**src/rtl/wtp_pkg.sv**
```systemverilog
package wtp_pkg;
    typedef enum logic {
        ST_IDLE = 1'b0,
        ST_RUN  = 1'b1
    } wtp_state_e;
endpackage

```
**src/rtl/wtp_sample_ram.sv**
```systemverilog
module wtp_sample_ram #(
    parameter int ADDR_W = 6,
    parameter int DATA_W = 12
) (
    input  logic              clk,
    input  logic              rst_n,
    input  logic              we,
    input  logic [ADDR_W-1:0] waddr,
    input  logic [DATA_W-1:0] wdata,
    input  logic              re,
    input  logic [ADDR_W-1:0] raddr,
    output logic [DATA_W-1:0] rdata
);
    localparam int DEPTH = 1 << ADDR_W;

    logic [DATA_W-1:0] mem [DEPTH];

    always_ff @(posedge clk) begin
        if (we) begin
            mem[waddr] <= wdata;
        end
    end

    // one-cycle registered read
    always_ff @(posedge clk or negedge rst_n) begin
        if (!rst_n) begin
            rdata <= '0;
        end else if (re) begin
            rdata <= mem[raddr];
        end
    end
endmodule

```
**src/rtl/wtp_index_seq.sv**
```systemverilog
module wtp_index_seq
    import wtp_pkg::*;
#(
    parameter int ADDR_W = 6
) (
    input  logic              clk,
    input  logic              rst_n,
    input  logic              run_en,
    input  logic [ADDR_W:0]   len_cfg,
    output logic [ADDR_W-1:0] idx,
    output logic              wrap_hit,
    output logic [ADDR_W:0]   act_len,
    output wtp_state_e        state
);
    localparam int          LEN_W = ADDR_W + 1;
    localparam logic [LEN_W-1:0] DEPTH_L = LEN_W'(1 << ADDR_W);

    wtp_state_e       state_nx;
    logic [LEN_W-1:0] len_clamped;
    logic [LEN_W-1:0] eff_len;
    logic             at_last;
    logic             short_len;

    assign len_clamped = (len_cfg > DEPTH_L) ? DEPTH_L : len_cfg;
    assign eff_len     = (state == ST_IDLE) ? len_clamped : act_len;
    assign short_len   = (eff_len <= LEN_W'(1));
    assign at_last     = ({1'b0, idx} == (eff_len - LEN_W'(1)));

    // next-state logic: START and STOP transitions
    always_comb begin
        state_nx = state;
        unique case (state)
            ST_IDLE: if (run_en)  state_nx = ST_RUN;
            ST_RUN:  if (!run_en) state_nx = ST_IDLE;
        endcase
    end

    always_ff @(posedge clk or negedge rst_n) begin
        if (!rst_n) begin
            state <= ST_IDLE;
        end else begin
            state <= state_nx;
        end
    end

    // index, active length and wrap flag
    always_ff @(posedge clk or negedge rst_n) begin
        if (!rst_n) begin
            idx      <= '0;
            wrap_hit <= 1'b0;
            act_len  <= '0;
        end else if (!run_en) begin
            idx      <= '0;
            wrap_hit <= 1'b0;
            act_len  <= len_clamped;
        end else if (short_len) begin
            idx      <= '0;
            wrap_hit <= 1'b0;
            act_len  <= len_clamped;
        end else if (at_last) begin
            idx      <= '0;
            wrap_hit <= 1'b1;
            act_len  <= len_clamped;
        end else begin
            idx      <= idx + ADDR_W'(1);
            wrap_hit <= 1'b0;
            act_len  <= eff_len;
        end
    end
endmodule

```
**src/rtl/wave_table_player.sv**
```systemverilog
module wave_table_player
    import wtp_pkg::*;
#(
    parameter int ADDR_W = 6,
    parameter int DATA_W = 12
) (
    input  logic              clk,
    input  logic              rst_n,
    input  logic [ADDR_W-1:0] wr_addr,
    input  logic [DATA_W-1:0] wr_data,
    input  logic              wr_en,
    input  logic [ADDR_W:0]   len_cfg,
    input  logic              run_en,
    output logic [DATA_W-1:0] sample_out,
    output logic              wrap_pulse,
    output logic              sample_valid
);
    logic [ADDR_W-1:0] seq_idx;
    logic              seq_wrap;
    logic [ADDR_W:0]   seq_act_len;
    wtp_state_e        seq_state;
    logic              ram_we;

    assign ram_we = wr_en & ~run_en;

    wtp_index_seq #(.ADDR_W(ADDR_W)) u_seq (
        .clk      (clk),
        .rst_n    (rst_n),
        .run_en   (run_en),
        .len_cfg  (len_cfg),
        .idx      (seq_idx),
        .wrap_hit (seq_wrap),
        .act_len  (seq_act_len),
        .state    (seq_state)
    );

    wtp_sample_ram #(.ADDR_W(ADDR_W), .DATA_W(DATA_W)) u_ram (
        .clk   (clk),
        .rst_n (rst_n),
        .we    (ram_we),
        .waddr (wr_addr),
        .wdata (wr_data),
        .re    (run_en),
        .raddr (seq_idx),
        .rdata (sample_out)
    );

    // output flags aligned with the registered RAM read
    always_ff @(posedge clk or negedge rst_n) begin
        if (!rst_n) begin
            sample_valid <= 1'b0;
            wrap_pulse   <= 1'b0;
        end else begin
            sample_valid <= run_en;
            wrap_pulse   <= run_en & seq_wrap;
        end
    end
endmodule

```
**config.mk**
```make
export PLATFORM = sky130hd
export DESIGN_NAME = wave_table_player
export DESIGN_NICKNAME = d
export VERILOG_FILES = /design/src/rtl/wtp_pkg.sv /design/src/rtl/wtp_sample_ram.sv /design/src/rtl/wtp_index_seq.sv /design/src/rtl/wave_table_player.sv
export SDC_FILE = /design/constraint.sdc
export NUM_CORES = 1
export LEC_CHECK = 0
export ABC_AREA = 1
export BUFFER_PORTS_ARGS = -buffer_cell sky130_fd_sc_hd__buf_2
export CAP_MARGIN = 20
export CORE_MARGIN = 5
export CORE_UTILIZATION = 50
export DETAILED_ROUTE_END_ITERATION = 12
export GPL_TIMING_DRIVEN = 1
export PLACE_DENSITY = 0.66
export SYNTH_ARGS = -nofsm -noshare
export SYNTH_HDL_FRONTEND = slang
export SYNTH_SLANG_ARGS = --single-unit
```
**constraint.sdc**
```tcl
create_clock -name clk -period 4.3 [get_ports clk]
set_input_delay 0.645 -clock clk [delete_from_list [all_inputs] [get_ports clk]]
set_output_delay 0.645 -clock clk [all_outputs]
set_load 0.02 [all_outputs]
```
* After elaboration in Yosys (flattened, before gate mapping)
Memories as Yosys holds them, arrays and structs flattened. A register that Yosys moved wholly into a read port is not among the register bits.
Index checks and enable logic that the tools add are counted.
** Storage, ports and cells
- Register bits after elaboration :: 17
- RAM bits :: 768
- Input bits :: 29
- Output and inout bits :: 14
- Word-level logic and storage cells :: 30
- Memories :: 1
** Memories
- u_ram.mem :: depth 64, width 12, rd ports 1, clocked after memory_dff 1, wr ports 1, RTL line wtp_sample_ram.sv:16 : logic [DATA_W-1:0] mem [DEPTH];
** Operators by class
- Add/subtract/negate cells :: 2
- $lt $le $gt $ge :: 2
- Equal/unequal tests :: 1
- Multiplexer cells :: 14
- Bitwise gates (word level) :: 3
- Reduce and logical (&&, ||, !) cells :: 1
** Operator list (count)
- 7-bit two-way mux :: 5
- 6-bit two-way mux :: 3
- 6-bit by 7-bit equality test with 1-bit output :: 1
- 7-bit greater-than comparator (second input constant) :: 1
- 7-bit by 1-bit less-or-equal comparator with 1-bit output (second input constant) :: 1
- 7-bit by 1-bit subtractor with 7-bit output (second input constant) :: 1
- 6-bit by 1-bit adder with 6-bit output (second input constant) :: 1
- 1-bit two-way mux :: 6
- 1-bit AND :: 2
- 1-bit zero test :: 1
- 1-bit NOT :: 1

* Logic depth before layout (Yosys ltp)
Gate-level depths: netlist (run 1).
- Word-level depth :: 8
- Gate-level depth with buffers :: 19
- Depth with buffers taken out :: 18

* By module
From an unflattened synthesis (run 1), not the netlist that was laid out.
** Unflattened totals
- Cell total of the unflattened synthesis :: 2827
- Area total of the unflattened synthesis :: 32956.6 um^2
** Modules (own cells, without submodules)
- wtp_sample_ram :: instances 1, cells each 2652, area each 31745.4 um^2, sequential area each 23362.4 um^2
- wtp_index_seq :: instances 1, cells each 169, area each 1146.1 um^2, sequential area each 375.4 um^2
- wave_table_player :: instances 1, cells each 6, area each 65.1 um^2, sequential area each 50.0 um^2

* Worst setup path after synthesis (run 1)
Ideal clock, no wire load.
- Path kind :: input to register
- Start :: in len_cfg[4]
- End :: reg u_seq.idx[0]
- Library setup time :: 132 ps
- Data arrival time :: 2318 ps
- Required time :: 4168 ps
- Path slack :: 1850 ps
- Stages :: 16
- Buffers on the path :: 1
- Cell sequence :: nor2_1 nand3_1 nand2_1 nand2_1 nand2_1 nand2_1 ha_1 xor2_1 nand3_1 nor2_1 nand2_1 nor2_1 nand3_2 nand2_2 buf_6 nor2_1
** Between the ends
- Word-level cells in the longest chain between the ends :: 8
- Elaborated cells on any way between the ends :: 9
- Those cells by class :: add/sub: 1; order compare: 2; eq/ne: 1; mux: 5
** Ends and longest elaborated chain
- start, declared :: RTL line wave_table_player.sv:12 : input logic [ADDR_W:0] len_cfg,
- 7-bit greater-than comparator :: RTL line wtp_index_seq.sv:24 : assign len_clamped = (len_cfg > DEPTH_L) ? DEPTH_L : len_cfg;
- 7-bit two-way mux * :: RTL line wtp_index_seq.sv:24
- 7-bit two-way mux * :: RTL line wtp_index_seq.sv:25 : assign eff_len = (state == ST_IDLE) ? len_clamped : act_len;
- 7-bit by 1-bit subtractor with 7-bit output :: RTL line wtp_index_seq.sv:27 : assign at_last = ({1'b0, idx} == (eff_len - LEN_W'(1)));
- 6-bit by 7-bit equality test with 1-bit output :: RTL line wtp_index_seq.sv:27
- 6-bit two-way mux :: RTL line wtp_index_seq.sv:60 : end else if (at_last) begin
- 6-bit two-way mux * :: RTL line wtp_index_seq.sv:56 : end else if (short_len) begin
- 6-bit two-way mux * :: RTL line wtp_index_seq.sv:52 : end else if (!run_en) begin
- end signal, assigned :: RTL line wtp_index_seq.sv:65 : idx <= idx + ADDR_W'(1);
- end, declared :: RTL line wtp_index_seq.sv:10 : output logic [ADDR_W-1:0] idx,
Every way passes the cells marked *; elsewhere a longest branch is shown, timed or not.

==> impl_metrics.env, run 1 <==
export IMPL_status="completed"
export IMPL_ctsResizeCount=0
export IMPL_synth_seq_cells=796
export IMPL_fill_cells=4932
export IMPL_hold_violations=0
export IMPL_area_delta_synth_final_pct=12.9
export IMPL_r2r_end="u_ram.rdata[9]$_DFFE_PN0P_"
export IMPL_multi_input_comb_area_mm2=0.00682
export IMPL_synth_area_leaders="edfxtp_1, o21ai_0, nor2_1"
export IMPL_syn_nets=2421
export IMPL_avgSynthCellArea_um2=13.1
export IMPL_clk_pin_slew_ns=0.06
export IMPL_post_dp_cell_area_mm2=0.0330
export IMPL_cap_violations=0
export IMPL_die_area_mm2=0.0679
export IMPL_yosysTopAreaCell="edfxtp_1"
export IMPL_yosysTopAreaCellShare_pct=73.5
export IMPL_seqCellArea_mm2=0.0238
export IMPL_min_period_ns=3.09
export IMPL_powerDensity_mw_per_mm2=484
export IMPL_slew_headroom_pct=29.2
export IMPL_ctsHtreeMaxLevel=3
export IMPL_p_total_mw=17.2
export IMPL_antenna_found_initial=4
export IMPL_crit_chain="inv_4, buf_12, buf_4, o21ai_0, o22ai_1, a21oi_1, o21ai_0, nand3_1, nand3_1, nand3_1, nand2_1"
export IMPL_setup_viol=0
export IMPL_path_max_fanout=65
export IMPL_final_area_mm2=0.0354
export IMPL_holdBufCountCts=0
export IMPL_worstMarginPinSlew_ns=1.06
export IMPL_end_kind="flip-flop"
export IMPL_fp_dieH_um=261
export IMPL_gp_congestion=0.885
export IMPL_vias_per_cell=6.16
export IMPL_critPathTopFamily="buffers and inverters"
export IMPL_core_region_area_mm2=0.0619
export IMPL_numPortBuffers=42
export IMPL_hold_path_class="in2async"
export IMPL_required_ns=4.86
export IMPL_grt_max_degree=126
export IMPL_final_core_util_pct=57.2
export IMPL_rsz0062_at_grt="no"
export IMPL_ys_types=31
export IMPL_crit_buf_inv=3
export IMPL_fp_dieW_um=261
export IMPL_drtPass1Iterations=6
export IMPL_cp_start_kind="flip-flop"
export IMPL_groute_usage_overall_pct=25.2
export IMPL_fin_skew_ns=0.0177
export IMPL_cts_buffer_depth=3
export IMPL_initial_utilization_pct=50.7
export IMPL_row_count=91
export IMPL_ant_nets=0
export IMPL_peakVddDrop_v=0.000323
export IMPL_vias=20761
export IMPL_drtIter0Drc=2576
export IMPL_rr_startpoint="u_seq.idx[1]$_DFF_PN0_"
export IMPL_wirelength_mm=86.2
export IMPL_grt_pass1_vias=20239
export IMPL_crit_type="reg2reg"
export IMPL_hpwl_mm=50.4
export IMPL_drv_slew=0
export IMPL_wl_per_cell_um=25.6
export IMPL_cts_made_buffers=79
export IMPL_ff2ff_path_depth=11
export IMPL_crit_start="u_seq.idx[1]$_DFF_PN0_"
export IMPL_cp_num_cells=11
export IMPL_cp_arrival_ns=3.65
export IMPL_fin_nets=2500
export IMPL_crit_end="u_ram.rdata[9]$_DFFE_PN0P_"
export IMPL_crit_path_max_incr_delay_ns=0.74
export IMPL_yosys_warnings=0
export IMPL_synth_seq_area_share_pct=75.7
export IMPL_ioPinCount=43
export IMPL_synth_cells=2389
export IMPL_leakage_nw=12.0
export IMPL_synth_area_mm2=0.0314
export IMPL_fmax_mhz=324
export IMPL_clock_sinks=796
export IMPL_clkLatencyLatePin_ns=0.63
export IMPL_drcViolationCount=0
export IMPL_postCtsSetupBuffers=0
export IMPL_slowest_stage="dfrtp_4"
export IMPL_cts_root_buffer="clkbuf_16"
export IMPL_fin_tns_setup_ns=0
export IMPL_reg2reg_setup_slack_ns=1.21
export IMPL_cp_common_cell="nand3_1"
export IMPL_cts_tree="built"
export IMPL_grt_first_pass_wirelength_mm=129
export IMPL_layout_drive_gt1_share_pct=11.3
export IMPL_period_share_pct=71.9
export IMPL_grt_overflow=0
-- cells in the mapped netlist (all sizes together) --
| master | count |
|---|---|
| edfxtp | 768 |
| nor2 | 317 |
| o21ai | 299 |
| nand2 | 265 |
| a21oi | 143 |
| nand3 | 133 |
| clkbuf | 122 |
| o22ai | 112 |
| o221ai | 80 |
| inv | 41 |
| buf | 39 |
| dfrtp | 28 |
| nand4 | 11 |
| a211oi | 9 |
| o211ai | 9 |
| xor2 | 5 |
| ha | 3 |
| or2 | 2 |
| clkinv | 1 |
| nor3 | 1 |
| xnor2 | 1 |
-- power breakdown --
group | leakage (nW) | switching, mW | internal (mW)
combinational | 3.56 | 1.37 | 0.539
sequential | 7.25 | 0.0949 | 8.57
clock | 1.20 | 2.82 | 3.77
total | 12.0 | 4.29 | 12.9
-- layer usage --
metal  vias to the layer above  track usage [%]  routed length [µm]
met4                         2             8.78                3040
met1                     10345             35.1               34100
met5                         -                0                   7
met2                      1116             40.2               41000
li1                       9106                -                   -
met3                       192             5.02                8070
-- layout make-up --
class                   count  share of cell area [%]
repair buffers            159                    3.32
well taps                 837                    2.95
flip-flops and latches    796                    67.1
multi-input cells        1390                    19.2
clock inverters            33                   0.671
diodes                      2                  0.0141
inverters                  42                   0.473
clock buffers             111                    6.24
-- cell families after synthesis --
logic type	synth area share, %
AOI/OAI and AO/OA	12.0
and+or+nand+nor	9.40
DFF	75.7
adders and majority gates	0.120
xor gates and xnor gates	0.167
buffers and inverters	2.59
-- how the worst min path moves through the flow --
| stage | end | cells after the start |
|---|---|---|
| 6_report | u_ram.rdata[7]$_DFFE_PN0P_ | 1 |
| 3_3_place_gp | wrap_pulse$_DFF_PN0_ | 2 |
| 4_1_cts | u_ram.rdata[7]$_DFFE_PN0P_ | 1 |
| 2_1_floorplan | sample_valid$_DFF_PN0_ | 0 |
| 5_1_grt | u_ram.rdata[7]$_DFFE_PN0P_ | 1 |
| 3_5_place_dp | wrap_pulse$_DFF_PN0_ | 2 |
-- flip-flops by register name (all words and copies together) (netlist names) --
signal and cells:
u_seq.idx 6, wrap_pulse 1, sample_valid 1, u_seq.wrap_hit 1, u_seq.act_len 7, u_ram.mem 768
u_ram.rdata 12
-- cell usage in the layout, fill, tap and decap left out, drive strengths merged --
cell type  netlist  routed
o22ai          112     112
buf             39     159
nor3             1       1
ha               3       3
diode            0       2
o21ai          299     299
clkbuf         122     111
xnor2            1       1
or2              2       2
bufinv           0       3
nand3          133     133
a211oi           9       9
o221ai          80      80
edfxtp         768     768
nand4           11      11
dfrtp           28      28
nand2          265     265
clkinv           1      28
a21oi          143     143
nor2           317     317
xor2             5       5
clkinvlp         0       1
o211ai           9       9
inv             41      43
-- per-stage QoR --
| step | std cells | hold WS, ns | setup WS (ns) |
|---|---|---|---|
| floorplan | 2389 | 0.349 | 1.85 |
| global placement | 3224 | 0.452 | 1.32 |
| detailed placement | 3224 | 0.443 | 1.32 |
| CTS | 3368 | 0.0770 | 1.28 |
| global route | 3370 | 0.112 | 1.10 |
| finish | 3370 | 0.0799 | 1.21 |
Power figures use the tool's default switching activity.
==> run 2, diff against run 1 <==
--- a/config.mk
+++ b/config.mk
@@ -5,7 +5,7 @@
 export SDC_FILE = /design/constraint.sdc
 export NUM_CORES = 1
 export LEC_CHECK = 0
-export ABC_AREA = 1
+export ABC_AREA = 0
 export BUFFER_PORTS_ARGS = -buffer_cell sky130_fd_sc_hd__buf_2
 export CAP_MARGIN = 20
 export CORE_MARGIN = 5
==> constraint.sdc (replaced) <==
create_clock -name clk -period 3.2 [get_ports clk]
set_input_delay 0.48 -clock clk [delete_from_list [all_inputs] [get_ports clk]]
set_output_delay 0.48 -clock clk [all_outputs]
set_load 0.02 [all_outputs]
==> run 2 against run 1 <==
Effect of this change:
- setup slack lost 0.97 ns
- power grew 31%
- synthesized cell count shrank 40%
- combinational power shrank 4%
- core utilization grew 1.1 points
- critical path depth shrank 4
- sequential share of layout area shrank 0.89 points
- wire length shrank 17%
- first-iteration DRC count shrank 31%
- register-to-register slack lost 0.97 ns
- sequential power grew 34%
- critical endpoint is now u_ram.rdata[2]$_DFFE_PN0P_
- largest cell class unchanged
==> impl_metrics.env, run 2 <==
export IMPL_cap_violations=0
export IMPL_ctsHtreeMaxLevel=3
export IMPL_cts_made_buffers=80
export IMPL_reg2reg_setup_slack_ns=0.24
export IMPL_ys_flop_type="edfxtp_1"
export IMPL_fp_dieH_um=259
export IMPL_fin_nets=1662
export IMPL_mostFrequentLayoutCells="edfxtp_1, mux4_2, buf_4, nor2_1, clkbuf_16"
export IMPL_layout_drive_gt1_share_pct=32.5
export IMPL_period_share_pct=92.5
export IMPL_antenna_found_initial=6
export IMPL_setup_viol=0
export IMPL_synth_async_reset_ratio_pct=3.52
export IMPL_cp_start_kind="flip-flop"
export IMPL_leakage_nw=11.4
export IMPL_die_area_mm2=0.0671
export IMPL_worstMarginPinSlew_ns=0.991
export IMPL_status="completed"
export IMPL_clk_pin_slew_ns=0.06
export IMPL_yosysTopAreaCellShare_pct=74.3
export IMPL_cp_arrival_ns=3.46
export IMPL_synth_edf_count=768
export IMPL_grt_max_degree=65
export IMPL_crit_chain="buf_12, buf_12, mux2i_1, nor2_1, a21oi_1, o221ai_1, a221o_1"
export IMPL_path_max_fanout=29
export IMPL_yosys_warnings=0
export IMPL_fp_dieW_um=259
export IMPL_largest_reg_flops=768
export IMPL_crit_path_max_incr_delay_ns=0.77
export IMPL_cts_root_buffer="clkbuf_16"
export IMPL_grt_first_pass_wirelength_mm=106
export IMPL_peakVddDrop_v=0.000377
export IMPL_clkLatencyLatePin_ns=0.61
export IMPL_cp_common_cell="buf_12"
export IMPL_synth_cells=1427
export IMPL_cts_tree="built"
export IMPL_numPortBuffers=42
export IMPL_final_common_cell="edfxtp_1"
export IMPL_area_delta_synth_final_pct=15.8
export IMPL_hpwl_mm=44.5
export IMPL_rr_startpoint="u_seq.idx[4]$_DFF_PN0_"
export IMPL_top_register="u_ram.mem"
export IMPL_core_region_area_mm2=0.0616
export IMPL_drv_slew=0
export IMPL_hold_start="len_cfg[5]"
export IMPL_syn_nets=1459
export IMPL_rsz0062_at_grt="no"
export IMPL_wirelength_mm=71.7
export IMPL_slew_headroom_pct=34.0
export IMPL_drtIter0Drc=1765
export IMPL_grt_overflow=0
export IMPL_vias=15343
export IMPL_r2r_end="u_ram.rdata[2]$_DFFE_PN0P_"
export IMPL_synth_top_cells_by_count="edfxtp_1, mux4_2, nor2_1"
export IMPL_vias_per_cell=6.06
export IMPL_synth_area_leaders="edfxtp_1, mux4_2, dfrtp_1"
export IMPL_synth_seq_cells=796
export IMPL_hold_violations=0
export IMPL_row_count=91
export IMPL_fin_tns_setup_ns=0
export IMPL_ctsResizeCount=0
export IMPL_synth_area_mm2=0.0310
export IMPL_hold_path_class="in2reg"
export IMPL_grt_pass1_vias=15515
export IMPL_crit_end="u_ram.rdata[2]$_DFFE_PN0P_"
export IMPL_crit_type="reg2reg"
export IMPL_ioPinCount=43
export IMPL_groute_usage_overall_pct=21.5
export IMPL_p_total_mw=22.5
export IMPL_gp_congestion=0.859
export IMPL_end_kind="flip-flop"
export IMPL_yosysTopAreaCell="edfxtp_1"
export IMPL_clock_sinks=796
export IMPL_synth_seq_area_share_pct=76.6
export IMPL_slowest_stage="dfrtp_4"
export IMPL_cts_buffer_depth=3
export IMPL_avgSynthCellArea_um2=21.7
export IMPL_wl_per_cell_um=28.3
export IMPL_min_period_ns=2.96
export IMPL_fin_skew_ns=0.0154
export IMPL_ff2ff_path_depth=7
export IMPL_ys_types=54
export IMPL_crit_start="u_seq.idx[4]$_DFF_PN0_"
export IMPL_drtPass1Iterations=5
export IMPL_ant_nets=0
export IMPL_initial_utilization_pct=50.4
export IMPL_reg_top3="u_ram.mem: 768 flops, u_ram.rdata: 12 flops, u_seq.act_len: 7 flops"
export IMPL_drcViolationCount=0
export IMPL_fmax_mhz=338
export IMPL_yosys_cell_count_top_type="edfxtp_1"
export IMPL_powerDensity_mw_per_mm2=627
export IMPL_required_ns=3.70
run 2: cell types whose count changed in the layout (fill, tap and decap cells not counted), sizes merged, moves of 67 or more:
cell | before | now
nand3 | 133 | 7
a21oi | 143 | 16
nand2 | 265 | 16
o22ai | 112 | 25
o21ai | 299 | 3
mux4 | 0 | 192
o221ai | 80 | 13
nor2 | 317 | 87
run 2: how the worst min path moves through the flow:
stage / to / cells after the start
3_3_place_gp: wrap_pulse$_DFF_PN0_ / 1
3_5_place_dp: wrap_pulse$_DFF_PN0_ / 1
4_1_cts: u_seq.act_len[5]$_DFF_PN0_ / 3
5_1_grt: sample_valid$_DFF_PN0_ / 1
6_report: u_seq.act_len[5]$_DFF_PN0_ / 3
2_1_floorplan: sample_valid$_DFF_PN0_ / 0
run 2: area by class of cell:
type                       instances  area [µm²]
multi-input combinational        547        6870
clock buffer                      98        2080
fill                            4444       25700
antenna                            1        2.50
sequential                       796       23800
clock inverter                    48         472
timing repair buffer             200        1660
tap                              837        1050
inverter                           5        18.8
run 2: metal layers:
| layer | vias to the layer above | global-route usage [%] | part of all wire [%] |
|---|---|---|---|
| met5 | - | 0 | 0.020 |
| met4 | 4 | 5.59 | 2.1 |
| met3 | 88 | 4.21 | 7.9 |
| met2 | 600 | 33.1 | 47 |
| met1 | 8228 | 32.2 | 43 |
| li1 | 6423 | - | - |
run 2: stage by stage:
stage / setup slack (ns) / utilization (%) / cell area, µm² / hold slack, ns / cells
2_1_floorplan: 0.495 / - / 31000 / 0.184 / 1427
3_3_place_gp: -0.0974 / 54.0 / 33200 / 0.450 / 2374
4_1_cts: 0.0323 / 58.2 / 35800 / 0.103 / 2524
3_5_place_dp: -0.121 / 54.0 / 33300 / 0.459 / 2375
5_1_grt: 0.165 / 58.3 / 35900 / 0.122 / 2532
6_report: 0.241 / 58.3 / 35900 / 0.138 / 2532
run 2: critical path, delay by kind of cell, from the launching register on:
kind	cells	cell delay, ns
compound gates	3	1.17
buf+inv	2	0.52
flops	1	0.77
mux	1	0.29
simple gates	1	0.07
run 2: cell families after synthesis:
kind of cell / after synthesis / share of synthesized area, %
compound gates: 102 / 2.46
xor+xnor: 8 / 0.226
fa+ha+maj: 3 / 0.121
buf+inv: 84 / 1.25
flops: 796 / 76.6
mux: 282 / 17.0
simple gates: 152 / 2.35
run 2: report_power, final:
| part | internal (mW) | switching [mW] | total (mW) |
|---|---|---|---|
| Sequential | 11.5 | 0.0629 | 11.6 |
| Clock | 5.30 | 3.83 | 9.13 |
| Combinational | 0.807 | 1.02 | 1.83 |
| Total | 17.6 | 4.92 | 22.5 |
run 2: repair_timing:
action,in CTS,in global routing
buffers inserted,2,5
hold buffers,1,0
gates cloned,0,0
hold endpoints to repair,28,0
setup endpoints to repair,2,3
